===== config.mk =====
export PLATFORM = sky130hd
export DESIGN_NAME = flash_toggle_poll
export DESIGN_NICKNAME = d
export VERILOG_FILES = /design/src/rtl/flash_toggle_poll_pkg.sv /design/src/rtl/poll_toggle_cmp.sv /design/src/rtl/poll_pair_ctr.sv /design/src/rtl/flash_toggle_poll.sv
export SDC_FILE = /design/constraint.sdc
export NUM_CORES = 1
export LEC_CHECK = 0
export ABC_AREA = 1
export BUFFER_PORTS_ARGS = -buffer_cell sky130_fd_sc_hd__buf_2
export CAP_MARGIN = 20
export CORE_MARGIN = 4
export CORE_UTILIZATION = 39
export DETAILED_ROUTE_END_ITERATION = 6
export HOLD_SLACK_MARGIN = 0.06
export SYNTH_ARGS = -nofsm -noshare
export SYNTH_HDL_FRONTEND = slang
export SYNTH_HIERARCHICAL = 1
export SYNTH_SLANG_ARGS = --single-unit

===== constraint.sdc =====
create_clock -name clk -period 4.47 [get_ports clk]
set_clock_uncertainty 0.2 [all_clocks]
set_input_delay 0.894 -clock clk [delete_from_list [all_inputs] [get_ports clk]]
set_output_delay 0.894 -clock clk [all_outputs]
set_load 0.03 [all_outputs]

===== src/rtl/flash_toggle_poll_pkg.sv =====
package flash_toggle_poll_pkg;
    typedef enum logic [2:0] {
        ST_IDLE,
        ST_RD_FIRST,
        ST_RD_SECOND,
        ST_RST_WR,
        ST_DONE
    } poll_state_t;

    localparam int unsigned STATUS_W = 8;
    localparam int unsigned FLAG_BIT = 5;
    localparam int unsigned TOGGLE_HI = 6;
    localparam int unsigned TOGGLE_LO = 2;
    localparam logic [STATUS_W-1:0] RESET_CMD = 8'hF0;
endpackage


===== src/rtl/poll_toggle_cmp.sv =====
module poll_toggle_cmp
    import flash_toggle_poll_pkg::*;
(
    input  logic                clk,
    input  logic                rst_n,
    input  logic                capture,
    input  logic                bit_sel,
    input  logic [STATUS_W-1:0] status,
    output logic                changed,
    output logic                flag
);
    logic held_q;
    logic cur_bit;

    always_comb begin
        cur_bit = bit_sel ? status[TOGGLE_LO] : status[TOGGLE_HI];
        changed = cur_bit != held_q;
        flag    = status[FLAG_BIT];
    end

    always_ff @(posedge clk or negedge rst_n) begin
        if (!rst_n) begin
            held_q <= 1'b0;
        end else if (capture) begin
            held_q <= cur_bit;
        end
    end
endmodule


===== src/rtl/poll_pair_ctr.sv =====
module poll_pair_ctr #(
    parameter int unsigned MAX_PAIRS = 64
) (
    input  logic clk,
    input  logic rst_n,
    input  logic clr,
    input  logic inc,
    output logic at_last
);
    localparam int unsigned CW = $clog2(MAX_PAIRS + 1);
    localparam logic [CW-1:0] LAST = CW'(MAX_PAIRS - 1);

    logic [CW-1:0] cnt_q;

    assign at_last = (cnt_q == LAST);

    always_ff @(posedge clk or negedge rst_n) begin
        if (!rst_n) begin
            cnt_q <= '0;
        end else if (clr) begin
            cnt_q <= '0;
        end else if (inc) begin
            cnt_q <= cnt_q + 1'b1;
        end
    end

    // the counter never passes its limit
    a_r7_cnt_bounded: assert property (@(posedge clk) disable iff (!rst_n)
        cnt_q <= CW'(MAX_PAIRS));
endmodule


===== src/rtl/flash_toggle_poll.sv =====
module flash_toggle_poll
    import flash_toggle_poll_pkg::*;
#(
    parameter int unsigned MAX_PAIRS = 64
) (
    input  logic       clk,
    input  logic       rst_n,
    input  logic       start,
    input  logic       abort,
    input  logic       bit_sel,
    output logic       rd_req,
    input  logic [7:0] rd_data,
    input  logic       rd_valid,
    output logic       wr_req,
    output logic [7:0] wr_data,
    input  logic       wr_ack,
    output logic       done,
    output logic       pass
);
    poll_state_t state_q, state_d;
    logic pass_q, pass_d;
    logic confirm_q, confirm_d;
    logic cap, ctr_clr, ctr_inc;
    logic changed, flag, at_last;

    poll_toggle_cmp cmp_i (
        .clk     (clk),
        .rst_n   (rst_n),
        .capture (cap),
        .bit_sel (bit_sel),
        .status  (rd_data),
        .changed (changed),
        .flag    (flag)
    );

    poll_pair_ctr #(.MAX_PAIRS(MAX_PAIRS)) ctr_i (
        .clk     (clk),
        .rst_n   (rst_n),
        .clr     (ctr_clr),
        .inc     (ctr_inc),
        .at_last (at_last)
    );

    always_comb begin
        state_d   = state_q;
        pass_d    = pass_q;
        confirm_d = confirm_q;
        cap       = 1'b0;
        ctr_clr   = 1'b0;
        ctr_inc   = 1'b0;
        unique case (state_q)
            ST_IDLE: begin
                if (start) begin
                    state_d   = ST_RD_FIRST;
                    confirm_d = 1'b0;
                    ctr_clr   = 1'b1;
                end
            end
            ST_RD_FIRST: begin
                if (abort) begin
                    state_d = ST_IDLE;
                end else if (rd_valid) begin
                    cap     = 1'b1;
                    state_d = ST_RD_SECOND;
                end
            end
            ST_RD_SECOND: begin
                if (abort) begin
                    state_d = ST_IDLE;
                end else if (rd_valid) begin
                    if (!changed) begin
                        pass_d  = 1'b1;
                        state_d = ST_DONE;
                    end else if (confirm_q) begin
                        pass_d  = 1'b0;
                        state_d = ST_RST_WR;
                    end else if (flag) begin
                        confirm_d = 1'b1;
                        state_d   = ST_RD_FIRST;
                    end else if (at_last) begin
                        pass_d  = 1'b0;
                        state_d = ST_RST_WR;
                    end else begin
                        ctr_inc = 1'b1;
                        state_d = ST_RD_FIRST;
                    end
                end
            end
            ST_RST_WR: begin
                if (wr_ack) begin
                    state_d = ST_DONE;
                end
            end
            ST_DONE: begin
                state_d = ST_IDLE;
            end
            default: state_d = ST_IDLE;
        endcase
    end

    always_ff @(posedge clk or negedge rst_n) begin
        if (!rst_n) begin
            state_q   <= ST_IDLE;
            pass_q    <= 1'b0;
            confirm_q <= 1'b0;
        end else begin
            state_q   <= state_d;
            pass_q    <= pass_d;
            confirm_q <= confirm_d;
        end
    end

    always_comb begin
        rd_req  = (state_q == ST_RD_FIRST) || (state_q == ST_RD_SECOND);
        wr_req  = (state_q == ST_RST_WR);
        wr_data = wr_req ? RESET_CMD : 8'h00;
        done    = (state_q == ST_DONE);
        pass    = pass_q;
    end

    // read and write never overlap
    a_r9_no_overlap: assert property (@(posedge clk) disable iff (!rst_n)
        !(rd_req && wr_req));
    // a pending write is held until accepted
    a_r9_wr_hold: assert property (@(posedge clk) disable iff (!rst_n)
        wr_req && !wr_ack |=> wr_req);
    // a pending read is held until accepted or aborted
    a_r9_rd_hold: assert property (@(posedge clk) disable iff (!rst_n)
        rd_req && !rd_valid && !abort |=> rd_req);
    // done lasts one cycle
    a_r8_done_pulse: assert property (@(posedge clk) disable iff (!rst_n)
        done |=> !done);
    // a failure is reported only after the reset write
    a_r6_fail_after_write: assert property (@(posedge clk) disable iff (!rst_n)
        done && !pass |-> $past(wr_req && wr_ack));
    // a success never follows a write
    a_r3_pass_no_write: assert property (@(posedge clk) disable iff (!rst_n)
        done && pass |-> !$past(wr_req));
    // abort does not cancel the reset write
    a_r11_abort_ignored: assert property (@(posedge clk) disable iff (!rst_n)
        wr_req && !wr_ack && abort |=> wr_req);
endmodule


* Yosys cells after proc, flatten, opt, wreduce, memory -nomap -nowiden
Cells that the tools add are included.
Word-level totals: register bits after elaboration 13, input bits 15, word-level logic and storage cells 67
Cells by class: add/sub/neg operators 1, equal/unequal tests 15, mux-type cells 38, bitwise logic cells 1, reductions and logical operators 7
Operators by type and width (number):
- 1-bit 2-to-1 mux | 23
- 3-bit 2-to-1 mux | 7
- 7-bit 2-to-1 mux | 2
- 3-bit one-hot mux with 4 select lines | 1
- 5-bit AND reduction | 2
- 3-bit inequality test, second input constant | 3
- 8-bit 2-to-1 mux | 1
- 2-bit inequality test, second input constant | 4
- 7-bit by 1-bit adder with 7-bit output, second input constant | 1
- 7-bit by 6-bit == test with 1-bit output, second input constant | 1
- 3-bit by 2-bit == test with 1-bit output, second input constant | 2
- 2-bit 2-to-1 mux | 3
- 4-bit AND reduction | 1
- 2-bit nonzero test | 2
- 3-bit by 1-bit == test with 1-bit output, second input constant | 1
- 3-bit == test, second input constant | 1
- 3-bit logical NOT | 1
- 3-bit by 2-bit inequality test with 1-bit output, second input constant | 1
- 2-bit by 1-bit inequality test with 1-bit output, second input constant | 1
- 1-bit one-hot mux with 2 select lines | 1
- 1-bit logical OR | 1
- 1-bit inequality test | 1
- 1-bit NOT | 1

* Depth between registers and ports, before layout
Gate-level depths: netlist of the first run.
word-level depth 10, depth in mapped cells 11

* Hierarchy
Netlist of the first run, hierarchy kept.
Modules (own cells, without submodules):
- flash_toggle_poll | instances 1, cells each 70, area each 469.2 µm², sequential area each 125.1 µm²
- poll_pair_ctr | instances 1, cells each 47, area each 374.1 µm², sequential area each 175.2 µm²
- poll_toggle_cmp | instances 1, cells each 16, area each 91.3 µm², sequential area each 25.0 µm²

* Worst setup path before layout of the first run
Ideal clock, no wire load.
path type reg2out, start point register state_q[2], end point output wr_data[4], data arrival time 1.447 ns, data required time 3.376 ns, slack 1.929 ns, cell stages (with the launch flop) 5, path through dfrtp_1 inv_1 nand2_2 nor2_1 buf_4
On the way: cells in the longest elaborated chain, start to end 2
RTL lines:
- from (decl) | line flash_toggle_poll.sv:20 | poll_state_t state_q, state_d;
- from (signal assigned) | line flash_toggle_poll.sv:107 | state_q <= state_d;
- 3-bit by 2-bit == test with 1-bit output | line flash_toggle_poll.sv:115 | wr_req = (state_q == ST_RST_WR);
- named net wr_req | line flash_toggle_poll.sv:14 | output logic wr_req,
- 8-bit 2-to-1 mux | line flash_toggle_poll.sv:116 | wr_data = wr_req ? RESET_CMD : 8'h00;
- to (decl) | line flash_toggle_poll.sv:15 | output logic [7:0] wr_data,
The timed path passes the listed nets, and every way through them passes these cells.

* Worst setup path after layout of the first run
start point register state_q[2], end point output wr_data[6]
On the way: cells in the longest elaborated chain, start to end 2
RTL lines (line):
- 3-bit by 2-bit == test with 1-bit output | flash_toggle_poll.sv:115
- 8-bit 2-to-1 mux | flash_toggle_poll.sv:116
Every way passes these cells.

==> run summary, run 1 <==
Largest net degree at the start of global routing: 14
Pre-antenna DRT Iters: 4
Post-synth top flop: dfrtp_1
Required time worst endpoint: 3.38 ns
Total Power: 0.476 mW
Clock Power Share: 14.9%
WL/cell: 10.3 um
Ys Warns: 6
DR vias: 833
Fraction of synthesized cell area in xor and xnor cells: 0%
DRT antenna net count: 0
Slew Viols, Final: 0
First DRT Iteration DRCs: 8
Resize count post-CTS: 0
Hpwl dp: 1.47 mm
R2R depth: 6
DRC: 0
Via density per instance: 4.76
Commonest cells after routing, fill and taps aside: nand2_1 (31), inv_1 (19), buf_2 (17), nand3_1 (14), dfrtp_1 (13)
Peak Freq: 0.389 GHz
Crit path launch type: flip-flop
Proportion of synthesized area in mux cells: 0%
Drt total wl: 1.80 mm
Largest family of logic cells by synthesized area: simple AND/OR/NAND/NOR gates
Switching part of the total power: 48.5%
Min Hold Slack: 0.288 ns
Worst-Margin Slew: 0.887 ns
Clock-pin slew on the worst setup and hold paths: 0.08 ns
Nets: 164
Layout Cells excl Fill: 175
Starting density of the core: 41.5%
Final core occ: 44.8%
Crit Path Max Fanout: 6
WS Path Type: reg -> out
MaxCap Viol Count: 0
Clk sinks: 13
Fin Setup TNS: 0 ns
Clock Latency Late Sink: 0.27 ns
Fin crit share: 57.5%
Clock root buffer: clkbuf_4
IO Port Bufs: 17
Site row count: 17
Reg2reg end: ctr_i/cnt_q[4]
Asr flop ratio synth: 100%
CP arrival: 1.47 ns
Synth cell types: 26
CP startpoint: state_q[2]
Share of layout cells above drive strength 1: 23.1%
Placer Congestion: 0.819
Die W: 57.0 um
Grt ovf: 0
Post-Synthesis Cells: 133
CTS tree: yes
Core area: 2250 um2
# IOs: 27
Pwr dens: 471 nW/um2
Net Switching: 0.231 mW
Commonest non-fill, non-tap cell in the layout: nand2_1
Overall die area: 3240 um2
Placement Setup Slack: 1.80 ns
Min cycle time layout: 2.57 ns
Max IR drop VDD: 0.214 mV
Post-CTS Setup Inserts: 0
Sequential share of power: 35.4%
Worst R2R Setup Slack: 2.27 ns
Crit end category: primary output
Vias in the first global route: 778
Antenna violations before repair: 0
First-pass GRT wire length: 3.19 mm
Syn avg cell area: 7.03 um2
RSZ-0062 raised after global routing: no
Synth Area in Adders: 1.34%
Leakage: 0.566 nW
#FFs+latches synth: 13
Register area share after synthesis: 34.8%
Ant. Diodes: 0
Cell area after layout: 1010 um2
Hold Buf Count CTS: 0
Tot GR Track Use: 12.3%
Final hold vios: 0
Clk buf depth: 2
Post-synth EDFFs: 0
Placed Area: 985 um2
Area Overhead vs Synth: 8.17%
H-tree levels: 1
Tightest Hold Check Type: in -> async
R2R Path Start: state_q[0]
Status: finished clean
Synth Area in Compound Gates: 7.76%
Dpl cells: 171
Simple-gate share of the synthesized area: 38.6%
Cell Area, Synth: 935 um2
Die Ht: 57.0 um
Endpoints failing setup: 0
Combinational fraction of design power: 49.8%
Final worst slack: 1.90 ns
Max_slew headroom: 40.3%
CTS buffer count: 3
Internal: 0.245 mW
worst max-delay path by stage:
stage                                end  slack (ns)  cells past startpoint
after floorplan               wr_data[4]        1.93                      4
after global placement    ctr_i/cnt_q[4]        1.86                     12
after detailed placement  ctr_i/cnt_q[4]        1.80                     12
after CTS                     wr_data[6]        1.88                      4
after global routing          wr_data[5]        1.76                      3
final                         wr_data[6]        1.90                      4
per-layer routing:
| layer | vias up | global-route usage [%] | part of all wire [%] |
|---|---|---|---|
| li1 | 437 | - | - |
| met1 | 380 | 15.8 | 50 |
| met2 | 14 | 19.9 | 45 |
| met3 | 2 | 4.07 | 3.8 |
| met4 | 0 | 2.98 | 0.72 |
| met5 | - | 0 | 0 |
cell type report:
type	instances	area (um2)
fillers	252	1240
multi-input cells	92	460
flip-flops and latches	13	325
repair buffers	17	85.1
inverters	21	78.8
well taps	28	35.0
clock buffers	4	26.3
worst max-delay path: stages (launching register included):
cell and delay [ns]:
dfrtp_1 0.43, inv_1 0.16, nand2_2 0.09, nor2_1 0.25
buf_2 0.26
registers in the layout, indices dropped and copies added, names as in the netlist:
name,count
cmp_i/held_q,1
confirm_q,1
ctr_i/cnt_q,7
pass,1
state_q,3
synthesized netlist by cell type, types with 2 or more instances:
cell type,count,area (um2)
nor4_1,2,12.5
a21oi_1,2,10.0
nor2_4,2,22.5
nand4_1,3,18.8
dfrtp_1,13,325
nor2_2,4,25.0
inv_1,19,71.3
o21ai_0,2,10.0
nor2_1,11,41.3
nor3_1,2,10.0
inv_2,2,7.51
o21ai_1,3,15.0
nand3_1,14,70.1
buf_4,9,67.6
nand2_2,4,25.0
nand2_1,31,116
power by group through the flow:
stage	clock, mW	sequential (mW)	combinational [mW]
2_1_floorplan	0	0.164	0.213
3_3_place_gp	0	0.169	0.238
3_5_place_dp	0	0.171	0.240
4_1_cts	0.0753	0.168	0.241
5_1_grt	0.0820	0.173	0.267
6_report	0.0707	0.168	0.237
cell families (layout without fill, tap and decap cells):
| family | count (synthesis) | in the layout |
|---|---|---|
| compound gates | 12 | 12 |
| fa+ha+maj | 1 | 1 |
| buf+inv | 31 | 42 |
| flops | 13 | 13 |
| other cells | 1 | 4 |
| simple gates | 75 | 75 |
Power figures use the tool's default switching activity.
==> run 2, diff against run 1 <==
PLACE_DENSITY = 0.65   (was not set)
clock period = 2.22 ns   (was 4.47 ns; I/O delays follow)
==> run 2 against run 1 <==
Against the previous run: sequential share of layout area fell by 0.96 points; flip-flop and latch count stayed put; critical path depth up 6; wire length rose by 3.4%; die area is the same; first-iteration DRC count rose to 4.0 times the previous value; largest power group unchanged; global-route usage fell by 0.70 points.
==> run summary, run 2 (synthesis results as in run 1) <==
Largest net degree at the start of global routing: 14 (unchanged)
Busiest layer in global routing: met2
Share of layout cells above drive strength 1: 26.0% (+2.9 points)
Max IR drop VDD: 0.456 mV (+110%)
Endpoints failing setup: 0 (unchanged)
Internal: 0.506 mW (+110%)
Min Hold Slack: 0.288 ns (+0.000637 ns)
M2 GR Usage: 20.6% (+0.65 points)
Commonest cells after routing, fill and taps aside: nand2_1 (31), inv_1 (19), buf_2 (17), nand3_1 (14), dfrtp_1 (12)
Number of cells on the critical path: 10 (+6)
Slowest stage cell, crit path: dfrtp_1
Slew Viols, Final: 0 (unchanged)
DRT antenna net count: 0 (unchanged)
First-pass GRT wire length: 3.04 mm (-4.8%)
Site row count: 17 (unchanged)
Clock Power Share: 14.4% (-0.5 points)
Starting density of the core: 41.5% (unchanged)
Crit end category: flip-flop
Grt ovf: 0 (unchanged)
R2R depth: 10 (+4)
DRC: 0 (unchanged)
Buffers and inverters on the worst path: 2 (unchanged)
Biggest regs: ctr_i/cnt_q x7, state_q x3
Met3 usage: 4.30% (+0.23 points)
Fill count: 249 (-1.2%)
Drt total wl: 1.86 mm (+3.4%)
GR met1 Demand/Resource: 13.1% (-2.8 points)
Die Ht: 57.0 um (unchanged)
IO Port Bufs: 17 (unchanged)
Clk sinks: 13 (unchanged)
Placer Congestion: 0.849 (+3.6%)
CP delay by family, top: simple AND/OR/NAND/NOR gates
Sequential share of power: 34.7% (-0.7 points)
Ant. Diodes: 0 (unchanged)
Hpwl dp: 1.48 mm (+0.29%)
CTS tree: yes
Pre-antenna DRT Iters: 6 (+2)
H-tree levels: 1 (unchanged)
Overall die area: 3240 um2 (unchanged)
Crit Path Max Fanout: 5 (-1)
Post-CTS Setup Inserts: 0 (unchanged)
CP arrival: 1.99 ns (+0.52 ns)
WS Path Type: reg -> reg
Leakage: 0.580 nW (+2.4%)
Pwr dens: 940 nW/um2 (+100%)
# IOs: 27 (unchanged)
Crit path launch type: flip-flop
Antenna violations before repair: 0 (unchanged)
Nets: 167 (+1.8%)
CP peak stage delay: 0.40 ns (-0.03 ns)
Clock Latency Late Sink: 0.27 ns (about the same)
Net Switching: 0.476 mW (+110%)
Peak Freq: 0.493 GHz
Area Overhead vs Synth: 11.9%
Core area: 2250 um2 (unchanged)
Min cycle time layout: 2.03 ns
Final hold vios: 0 (unchanged)
DR vias: 863 (+3.6%)
Commonest non-fill, non-tap cell in the layout: nand2_1
Clock root buffer: clkbuf_4
Status: finished clean
Fin Setup TNS: 0 ns (unchanged)
MaxCap Viol Count: 0 (unchanged)
RSZ-0062 raised after global routing: no
Combinational fraction of design power: 50.9% (+1.1 points)
Switching part of the total power: 48.5% (about the same)
Final worst slack: 0.193 ns (-1.71 ns)
Required time worst endpoint: 2.18 ns (-1.20 ns)
WL/cell: 10.5 um (+1.7%)
Die W: 57.0 um (unchanged)
Cell chain of the critical path: ha_1 -> nand2_1 -> nor4_2 -> nor4_2 -> buf_4 -> nor2_2 -> nor2_4 -> a21o_1 -> nand2_1 -> inv_1
Clk buf depth: 2 (unchanged)
Via density per instance: 4.85 (+1.9%)
Placement Setup Slack: 0.114 ns (-1.69 ns)
Largest reg by FF count: ctr_i/cnt_q
Tot GR Track Use: 11.6% (-0.70 points)
Max reg flops: 7 (unchanged)
CTS buffer count: 3 (unchanged)
Tightest Hold Check Type: reg -> reg
Hold Crit Depth: 2
Clock-pin slew on the worst setup and hold paths: 0.08 ns (about the same)
First DRT Iteration DRCs: 32 (+24)
Fin crit share: 91.3%
Vias in the first global route: 794 (+2.1%)
run 2: worst paths after layout:
path	to	slack, ns	start
setup reg to reg	ctr_i/cnt_q[4]	0.19	ctr_i/cnt_q[1]
setup / recovery	ctr_i/cnt_q[4]	0.19	ctr_i/cnt_q[1]
hold / removal	pass	0.29	pass
min in group asynchronous	ctr_i/cnt_q[3]	0.38	rst_n
hold reg to reg	pass	0.29	pass
max in group asynchronous	state_q[0]	1.20	rst_n
run 2: area by class of cell:
type / instances / area, um2 / area share, %
Multi-Input combinational cell: 92 / 469 / 44.9
Sequential cell: 13 / 327 / 31.2
Inverter: 21 / 78.8 / 7.54
Tap cell: 28 / 35.0 / 3.35
Clock buffer: 4 / 26.3 / 2.51
Timing Repair Buffer: 20 / 110 / 10.5
run 2: power groups by stage:
stage	Combinational (mW)	Clock [mW]	Sequential (mW)
after detailed placement	0.496	0	0.342
after global placement	0.488	0	0.341
final	0.501	0.141	0.341
after CTS	0.498	0.150	0.338
after global routing	0.557	0.160	0.348
after floorplan	0.428	0	0.331
run 2: routing by layer:
metal  share of wire [%]  up-vias
li1                    -      443
met1                  44      401
met4                0.48        0
met2                  51       17
met3                 4.5        2
met5                   0        -
run 2: worst reg2reg max path: stages (launching register included):
cell and delay (ns):
dfrtp_1 0.40, ha_1 0.19, nand2_1 0.12, nor4_2 0.25
nor4_2 0.09, buf_4 0.16, nor2_2 0.19, nor2_4 0.07
a21o_1 0.15, nand2_1 0.06, inv_1 0.04
run 2: per-stage QoR:
step	instance area, um2	total power, mW	utilization [%]	std cells
CTS	1040	0.986	45.9	178
floorplan	946	0.759	-	136
detailed placement	1000	0.838	44.3	173
global placement	1000	0.829	44.3	173
global route	1050	1.07	46.4	178
finish	1050	0.983	46.4	178
run 2: timing repair:
| item | 4_1_cts | 5_1_grt |
|---|---|---|
| endpoints found under the hold margin | 13 | 0 |
| hold buffers | 1 | 0 |
| gates resized for setup | 0 | 3 |
| endpoints found under the setup margin | 0 | 6 |
